## src/rtl/icf_pkg.sv

```systemverilog
package icf_pkg;

  localparam int CODE_W  = 4;
  localparam int RATIO_W = 5;   // holds division ratios up to 16
  localparam int RUN_W   = 4;   // holds run lengths up to 8

  typedef struct packed {
    logic sample;   // take one sample of the pin this cycle
    logic clear;    // wipe run count (code just changed)
  } icfStrobe_t;

  typedef struct packed {
    logic               clkRate;   // sample on every clock
    logic [RATIO_W-1:0] divRatio;  // ticks per sample otherwise
    logic [RUN_W-1:0]   runLen;    // samples needed to flip
  } icfMode_t;

  function automatic icfMode_t decodeMode(input logic [CODE_W-1:0] code);
    icfMode_t m;
    m.clkRate  = 1'b0;
    m.divRatio = RATIO_W'(1);
    m.runLen   = RUN_W'(1);
    unique case (code)
      4'b0001: begin m.clkRate = 1'b1; m.runLen = RUN_W'(2); end
      4'b0010: begin m.clkRate = 1'b1; m.runLen = RUN_W'(4); end
      4'b0011: begin m.clkRate = 1'b1; m.runLen = RUN_W'(8); end
      4'b0100: begin m.divRatio = RATIO_W'(2);  m.runLen = RUN_W'(6); end
      4'b1000: begin m.divRatio = RATIO_W'(8);  m.runLen = RUN_W'(6); end
      4'b1001: begin m.divRatio = RATIO_W'(8);  m.runLen = RUN_W'(8); end
      4'b1010: begin m.divRatio = RATIO_W'(16); m.runLen = RUN_W'(5); end
      4'b1011: begin m.divRatio = RATIO_W'(16); m.runLen = RUN_W'(6); end
      default: ;  // pass-through at tick rate
    endcase
    return m;
  endfunction

endpackage

```

## src/rtl/icf_ctrl.sv

```systemverilog
module icf_ctrl
  import icf_pkg::*;
#(
  parameter int CODE_BITS  = CODE_W,
  parameter int RATIO_BITS = RATIO_W
) (
  input  logic                 clk,
  input  logic                 rstN,
  input  logic                 dtsTick,
  input  logic [CODE_BITS-1:0] filtCode,
  output icfStrobe_t           stb,
  output logic [RUN_W-1:0]     runLen
);

  logic [CODE_BITS-1:0]  prevCode;
  logic [RATIO_BITS-1:0] divCnt;
  logic                  codeChg;
  logic                  divWrap;
  icfMode_t              mode;

  always_comb begin
    mode    = decodeMode(CODE_W'(filtCode));
    codeChg = (filtCode != prevCode);
    divWrap = (divCnt == RATIO_BITS'(mode.divRatio - 1'b1));
  end

  always_ff @(posedge clk or negedge rstN) begin
    if (!rstN) prevCode <= '0;
    else       prevCode <= filtCode;
  end

  always_ff @(posedge clk or negedge rstN) begin
    if (!rstN)
      divCnt <= '0;
    else if (codeChg)
      divCnt <= '0;
    else if (!mode.clkRate && dtsTick)
      divCnt <= divWrap ? '0 : divCnt + 1'b1;
  end

  always_comb begin
    stb.clear  = codeChg;
    stb.sample = !codeChg && (mode.clkRate || (dtsTick && divWrap));
    runLen     = mode.runLen;
  end


  div_in_range_chk: assert property (@(posedge clk) disable iff (!rstN)
    (!codeChg && !mode.clkRate) |-> (RATIO_W'(divCnt) < mode.divRatio));


  code_change_restarts_div_chk: assert property (@(posedge clk) disable iff (!rstN)
    codeChg |=> (divCnt == '0));

endmodule

```

## src/rtl/icf_datapath.sv

```systemverilog
module icf_datapath
  import icf_pkg::*;
#(
  parameter int RUN_BITS = RUN_W
) (
  input  logic                clk,
  input  logic                rstN,
  input  icfStrobe_t          stb,
  input  logic [RUN_BITS-1:0] runLen,
  input  logic                pinIn,
  output logic                filtOut
);

  logic [RUN_BITS-1:0] runCnt;
  logic [RUN_BITS-1:0] nextCnt;

  assign nextCnt = runCnt + 1'b1;

  always_ff @(posedge clk or negedge rstN) begin
    if (!rstN) begin
      runCnt  <= '0;
      filtOut <= 1'b0;
    end else if (stb.clear) begin
      runCnt  <= '0;
    end else if (stb.sample) begin
      if (pinIn == filtOut) begin
        runCnt <= '0;
      end else if (nextCnt >= runLen) begin
        runCnt  <= '0;
        filtOut <= ~filtOut;
      end else begin
        runCnt <= nextCnt;
      end
    end
  end


  run_below_len_chk: assert property (@(posedge clk) disable iff (!rstN)
    !stb.clear |-> (runCnt < runLen));


  hold_without_sample_chk: assert property (@(posedge clk) disable iff (!rstN)
    !stb.sample |=> $stable(filtOut));


  match_resets_run_chk: assert property (@(posedge clk) disable iff (!rstN)
    (stb.sample && (pinIn == filtOut)) |=> ((runCnt == '0) && $stable(filtOut)));


  clear_zeroes_run_chk: assert property (@(posedge clk) disable iff (!rstN)
    stb.clear |=> (runCnt == '0));

endmodule

```

## src/rtl/icf_top.sv

```systemverilog
module icf_top
  import icf_pkg::*;
(
  input  logic              clk,
  input  logic              rstN,
  input  logic              dtsTick,
  input  logic              pinIn,
  input  logic [CODE_W-1:0] filtCode,
  output logic              filtOut
);

  icfStrobe_t       stb;
  logic [RUN_W-1:0] runLen;

  icf_ctrl #(
    .CODE_BITS  (CODE_W),
    .RATIO_BITS (RATIO_W)
  ) u_ctrl (
    .clk      (clk),
    .rstN     (rstN),
    .dtsTick  (dtsTick),
    .filtCode (filtCode),
    .stb      (stb),
    .runLen   (runLen)
  );

  icf_datapath #(
    .RUN_BITS (RUN_W)
  ) u_datapath (
    .clk     (clk),
    .rstN    (rstN),
    .stb     (stb),
    .runLen  (runLen),
    .pinIn   (pinIn),
    .filtOut (filtOut)
  );


  reset_low_chk: assert property (@(posedge clk) $rose(rstN) |-> (filtOut == 1'b0));

endmodule

```

## config.mk

```make
export PLATFORM = sky130hd
export DESIGN_NAME = icf_top
export DESIGN_NICKNAME = d
export VERILOG_FILES = /design/src/rtl/icf_pkg.sv /design/src/rtl/icf_ctrl.sv /design/src/rtl/icf_datapath.sv /design/src/rtl/icf_top.sv
export SDC_FILE = /design/constraint.sdc
export NUM_CORES = 1
export LEC_CHECK = 0
export BUFFER_PORTS_ARGS = -buffer_cell sky130_fd_sc_hd__buf_2
export CAP_MARGIN = 25
export CORE_UTILIZATION = 25
export CTS_CLUSTER_DIAMETER = 30
export DETAILED_ROUTE_END_ITERATION = 16
export GPL_ROUTABILITY_DRIVEN = 0
export GPL_TIMING_DRIVEN = 0
export HOLD_SLACK_MARGIN = 0.06
export PLACE_DENSITY_LB_ADDON = 0.15
export SYNTH_ARGS = -nofsm -noshare
export SYNTH_HDL_FRONTEND = slang
export SYNTH_SLANG_ARGS = --single-unit
```

## constraint.sdc

```tcl
create_clock -name clk -period 2.25 [get_ports clk]
set_clock_uncertainty 0.15 [all_clocks]
set_input_delay 0.45 -clock clk [delete_from_list [all_inputs] [get_ports clk]]
set_output_delay 0.45 -clock clk [all_outputs]
set_load 0.005 [all_outputs]
```

* After elaboration in Yosys (flattened, before gate mapping)
Cells that the tools add are included.
** Storage, ports and cells
- Word-level logic and storage cells :: 46
- Memories :: 0
- Flip-flop bits (word level) :: 14
- Bits in latches :: 0
- Memory bits (writable) :: 0
- Output and inout port bits :: 1
- Input bits :: 8
- Bits in read-only memories :: 0
** Cells by class
- Shifts and indexed selects :: 0
- Magnitude comparators :: 1
- Equal/unequal tests :: 11
- Reduce and logical (&&, ||, !) cells :: 14
- $add $sub $neg :: 3
- $mul :: 0
- Div/mod/pow operators :: 0
- Muxes and demuxes :: 10
- Bitwise operators :: 3
** Operators by type and width (count)
- $pmux 4 s5 :: 1
- $eq 4x4->1 const B :: 4
- $mux 4 :: 4
- $mux 5 :: 3
- $pmux 5 s3 :: 1
- $eq 4x2->1 const B :: 2
- $reduce_or 2->1 :: 3
- $reduce_or 3->1 :: 2
- $add 5x1->5 const B :: 1
- $eq 5x5->1 :: 1
- $sub 5x1->5 const B :: 1
- $add 4x1->4 const B :: 1
- $eq 4x1->1 const B :: 1
- $eq 4x3->1 const B :: 1
- $ge 4x4->1 :: 1
- $ne 4x4->1 :: 1
- $reduce_and 4->1 :: 1
- $reduce_bool 2->1 :: 2
- $logic_and 1x1->1 :: 3
- $not 1->1 :: 3
- $logic_not 1->1 :: 2
- $eq 1x1->1 :: 1
- $logic_or 1x1->1 :: 1
- $mux 1 :: 1

* Depth between registers and ports, before layout
- Depth after elaboration :: 10
- Mapped depth :: 13
- Depth with buffers taken out :: 12

* Modules after synthesis
Synthesis repeated with hierarchy kept, for this count alone.
** Unflattened totals
- Cell total of the unflattened synthesis :: 109
- Area, all modules :: 1106.1 sq um
** Modules (own cells, without submodules)
- icf_ctrl :: cells each 73, seq. area each 225.2 sq um, area an instance 719.4 sq um, times used 1
- icf_datapath :: cells each 36, seq. area each 125.1 sq um, area an instance 386.6 sq um, times used 1

* Worst setup path after synthesis
No wires, ideal clock.
- Path kind :: input port to flip-flop
- Start point :: input filtCode[1]
- End point :: register u_datapath.runCnt[1]
- Data arrival time :: 2.353 ns
- Required time :: 2.017 ns
- Stages :: 11
- Setup slack :: -0.335 ns
- Library setup time :: 0.083 ns
- Cells stage by stage :: clkbuf_8 nor2_1 mux2i_1 o22a_2 ha_1 nand2b_1 a211oi_1 o21bai_1 nor3_1 nand2_1 o21ai_0
** Between the ends
- Cells in the longest elaborated chain, start to end :: 9
** RTL lines
- start, declared :: line icf_top.sv:8 : input logic [CODE_W-1:0] filtCode,
- $eq 4x4->1 :: line icf_pkg.sv:23 : unique case (code)
- $reduce_or 2->1 (no source line)
- $pmux 5 s3 :: line icf_pkg.sv:23
- $sub 5x1->5 :: line icf_ctrl.sv:24 : divWrap = (divCnt == RATIO_BITS'(mode.divRatio - 1'b1));
- $eq 5x5->1 :: line icf_ctrl.sv:24
- $logic_and 1x1->1 :: line icf_ctrl.sv:43 : stb.sample = !codeChg && (mode.clkRate || (dtsTick && divWrap));
- $logic_or 1x1->1 :: line icf_ctrl.sv:43
- $logic_and 1x1->1 :: line icf_ctrl.sv:43
- $reduce_bool 2->1 (no source line)
- end signal, assigned :: line icf_datapath.sv:32 : runCnt <= nextCnt;
- end, declared :: line icf_datapath.sv:14 : logic [RUN_BITS-1:0] runCnt;
Parallel ways exist; a longest one is shown, timed or not. The select of a mux whose other input is x is not followed.
A chain may end at the register's enable or synchronous reset.

* Final worst setup path
- Start point :: input filtCode[3]
- End point :: register u_ctrl.divCnt[0]
** Between the ends
- Cells in the longest elaborated chain, start to end :: 8
** RTL lines
- $eq 4x4->1 :: line icf_pkg.sv:23
- $reduce_or 2->1 (no source line)
- $pmux 5 s3 :: line icf_pkg.sv:23
- $sub 5x1->5 :: line icf_ctrl.sv:24
- $eq 5x5->1 :: line icf_ctrl.sv:24
- $mux 5 :: line icf_ctrl.sv:38 : divCnt <= divWrap ? '0 : divCnt + 1'b1;
- $mux 5 :: line icf_ctrl.sv:37 : else if (!mode.clkRate && dtsTick)
- $mux 5 :: line icf_ctrl.sv:35 : else if (codeChg)
- end signal, assigned :: line icf_ctrl.sv:38
- end, declared :: line icf_ctrl.sv:16 : logic [RATIO_BITS-1:0] divCnt;
Parallel ways exist; a longest one is shown, timed or not. The select of a mux whose other input is x is not followed.

==> key figures <==
Route
  – DRC Markers: 0
  – Via density: around 4.7
  – Total length of routed wires: 2.36 mm
  – ANT nets after route: 0
  – DRT Pass-1 Iters: 4
  – Vias: 879
  – Initial drt markers: 21
  – Routed WL per cell: approximately 13 um

Setup path
  – Critical Path RT: roughly 2.2 ns
  – Crit. End Element: register
  – R2R Setup Slk: around 0.12 ns
  – Critical Setup Path Class: input port to register
  – Maximum net fanout on the critical path: 6
  – Worst setup SP type: input port
  – FF-to-FF Start: u_datapath.runCnt[0]$_DFFE_PN0P_
  – Worst Path Arrival: about 2.2 ns
  – Crit. Startpoint: filtCode[3]

Clocking
  – Clk root buf: clkbuf_8
  – CTS Buf Count: 3
  – Number of clock sinks: 14
  – CTS tree: yes
  – Worst skew pair latency: 0.24 ns
  – Clk slew on worst S/H paths: about 0.060 ns
  – Clock Path Buffers: 2
  – Max H-tree Level: 1

STA
  – Final setup vio count: 2
  – Fin. max-slew vios: 0
  – Peak Freq: between 0.4 and 0.5 GHz
  – Worst-Margin Slew: between 0.4 and 0.5 ns
  – Period utilisation layout: 100%
  – RSZ-0062 raised after global routing: yes
  – Tmin final: between 2 and 2.5 ns
  – Count of final hold-check violations: 0
  – Final WS setup: -0.00678 ns
  – Slew headroom: 68.7%

Global route
  – GR peak layer: met2
  – Vias in the first global route: about 850
  – Met3 Usage GRT: just over 2%
  – Met1 Track Usage GR: around 16%
  – Largest net degree at the start of global routing: 15
  – Antenna violations before repair: 0
  – Overflow after GRT: 0
  – First-pass GRT wire length: roughly 4.0 mm
  – GRT Util Overall: roughly an eighth
  – Met2 Track Usage GR: around a fifth

Status
  – Violated checks: negative setup slack
  – Status: finished with violations

Power and ir drop
  – Max rail drop VDD: 0.225 mV
  – Tot Pwr: 0.660 mW
  – Pwr Density: between 400 and 500 mW/mm2
  – P_leak: about 0.6 nW

Logic synthesis
  – Synth area leaders: dfrtp_1 33%, ha_1 8.3%, xnor2_1 7.4%
  – Area leader, netlist: dfrtp_1
  – Cell Area, Synth: 0.00106 mm2
  – Netlist cell types: 37
  – Yosys Warn Count: 0
  – Synth Area in Simple Gates: between 20% and 30%
  – Adder-Cell Fraction of Synth Area: under 10%
  – Compound-Gate Fraction of Synth Area: between 15 and 20%
  – Xor/xnor share of the synthesized area: 9.09%
  – Syn_area_per_cell: around 9.4 um2
  – Synth Instances: 113
  – Async SR Flop Fraction: 100%
  – Combinational family with the most area after synthesis: simple AND/OR/NAND/NOR gates
  – Main synth FF type: dfrtp_1
  – Number of synthesized flops with an enable pin: 0
  – Yosys top cell area share: approximately a third
  – Mux share of post-synthesis cell area: roughly 1.9%
  – Post-synthesis sequential area ratio: between 30% and 40%
  – Synthesis-stage register bit count: 14
  – Synthesized net count: roughly 130

Floorplanning
  – Die H: between 60 and 70 um
  – Die W: around 67 um
  – Initial Util: between 20% and 30%
  – Die area: between 0.004 and 0.005 mm2
  – Core box area: between 0.004 and 0.005 mm2
  – IO Pins: 9
  – Row count: 23

Cells and area
  – Diode count: 0
  – Fraction of layout cells with a size suffix above 1: 42.8%
  – Fill cell count: between 400 and 500
  – Layout area overhead: 38.8%
  – Final-stage net count: around 160

Run
  – Max_cap viols: 0

Place
  – Setup WS pre-CTS: -0.523 ns
  – Port Buf Inserts: 8
  – Detailed-placement wirelength estimate: 1.57 mm

Hold path
  – HP Class: input port to register
  – HP Start: filtCode[3]
==> repair_timing <==
action / CTS / global route
gates resized for setup: 22 / 19
buffers inserted: 9 / 6
hold endpoints to repair: 14 / 0
pin swaps: 13 / 16
hold buffers: 1 / 0
gates cloned: 1 / 0
setup endpoints to repair: 10 / 10
==> metrics by stage <==
| step | cell area, um2 | hold WS [ns] | instances | utilization, % | setup TNS [ns] |
|---|---|---|---|---|---|
| 6_report | 1470 | 0.183 | 188 | 36.5 | -0.00689 |
| 5_1_grt | 1470 | 0.173 | 188 | 36.5 | -0.622 |
| 4_1_cts | 1370 | 0.173 | 182 | 33.9 | 0 |
| 3_5_place_dp | 1220 | 0.227 | 171 | 30.4 | -4.13 |
| 3_3_place_gp | 1220 | 0.225 | 171 | 30.4 | -4.01 |
| 2_1_floorplan | 1120 | 0.00441 | 113 | - | -0.523 |
==> per-layer routing <==
metal / vias to the layer above / part of all wire [%]
li1: 457 / -
met1: 413 / 49
met2: 7 / 49
met3: 2 / 1.4
met4: 0 / 0.80
met5: - / 0
==> final timing paths <==
path,end,cells past startpoint
min,u_ctrl.prevCode[3]$_DFF_PN0_,1
max,u_ctrl.divCnt[0]$_DFFE_PN0P_,11
min reg2reg,u_datapath.runCnt[3]$_DFFE_PN0P_,2
max in group asynchronous,u_datapath.runCnt[0]$_DFFE_PN0P_,2
max reg2reg,u_datapath.runCnt[2]$_DFFE_PN0P_,8
min in group asynchronous,u_ctrl.divCnt[3]$_DFFE_PN0P_,2
==> flip-flops by register name (all words and copies together), names as in the netlist <==
register	cells
u_ctrl.divCnt	5
u_ctrl.prevCode	4
u_datapath.runCnt	4
u_datapath.filtOut	1
==> placed cells by master (no fill, tap or decap), types with 2 or more instances in the layout <==
master     n
mux2i_1    2
buf_4     12
xnor2_1    8
xor2_1     2
o21ai_2    3
clkbuf_8   3
nand3b_1   3
nand2b_1   2
nand2b_4   3
ha_1       5
o21ai_0    2
nand2_2    3
nand3_1    6
o21ai_1    5
buf_2      4
a21oi_1    7
nand2_1    3
nor3_2     2
nor2_1    11
dfrtp_1   13
buf_8      2
buf_6      6
nor2_4     4
a21oi_2    2
==> synth_stat cells (all sizes together), types with 3 or more instances <==
master   n
nand2b   5
dfrtp   14
ha       7
xnor2    9
nor2    15
o21ai   10
nand3    6
nand2    6
a21oi    9
clkbuf   4
nor3     3
nand3b   3
==> power breakdown <==
group	total, mW	internal [mW]	switching [mW]
clock network	0.203	0.118	0.0849
logic	0.189	0.0948	0.0943
registers	0.268	0.261	0.00672
total	0.660	0.474	0.186
==> worst max-delay path, cell delays in order <==
cell       delay (ns)
buf_8            0.11
buf_8            0.12
nor2b_4          0.13
buf_6            0.11
or3_4            0.39
a2111oi_4        0.38
buf_6            0.19
buf_6            0.12
nor3_1           0.04
a21oi_1          0.12
nor2_1           0.06
==> cell families after synthesis <==
family | count (synthesis)
and+or+nand+nor | 47
AOI/OAI and AO/OA | 25
DFF | 14
xor gates and xnor gates | 11
buffers and inverters | 7
adders and majority gates | 7
muxes | 2
==> final cells by class <==
cell class              count  area [um2]  share of cell area, %
inverters                   1        6.26                  0.425
repair buffers             24         203                   13.8
well taps                  50        62.6                   4.25
multi-input cells          93         785                   53.3
clock buffers               3        41.3                   2.81
flip-flops and latches     14         352                   23.9
plain buffers               3        22.5                   1.53
Note: power is estimated with default switching activity, not from simulation.
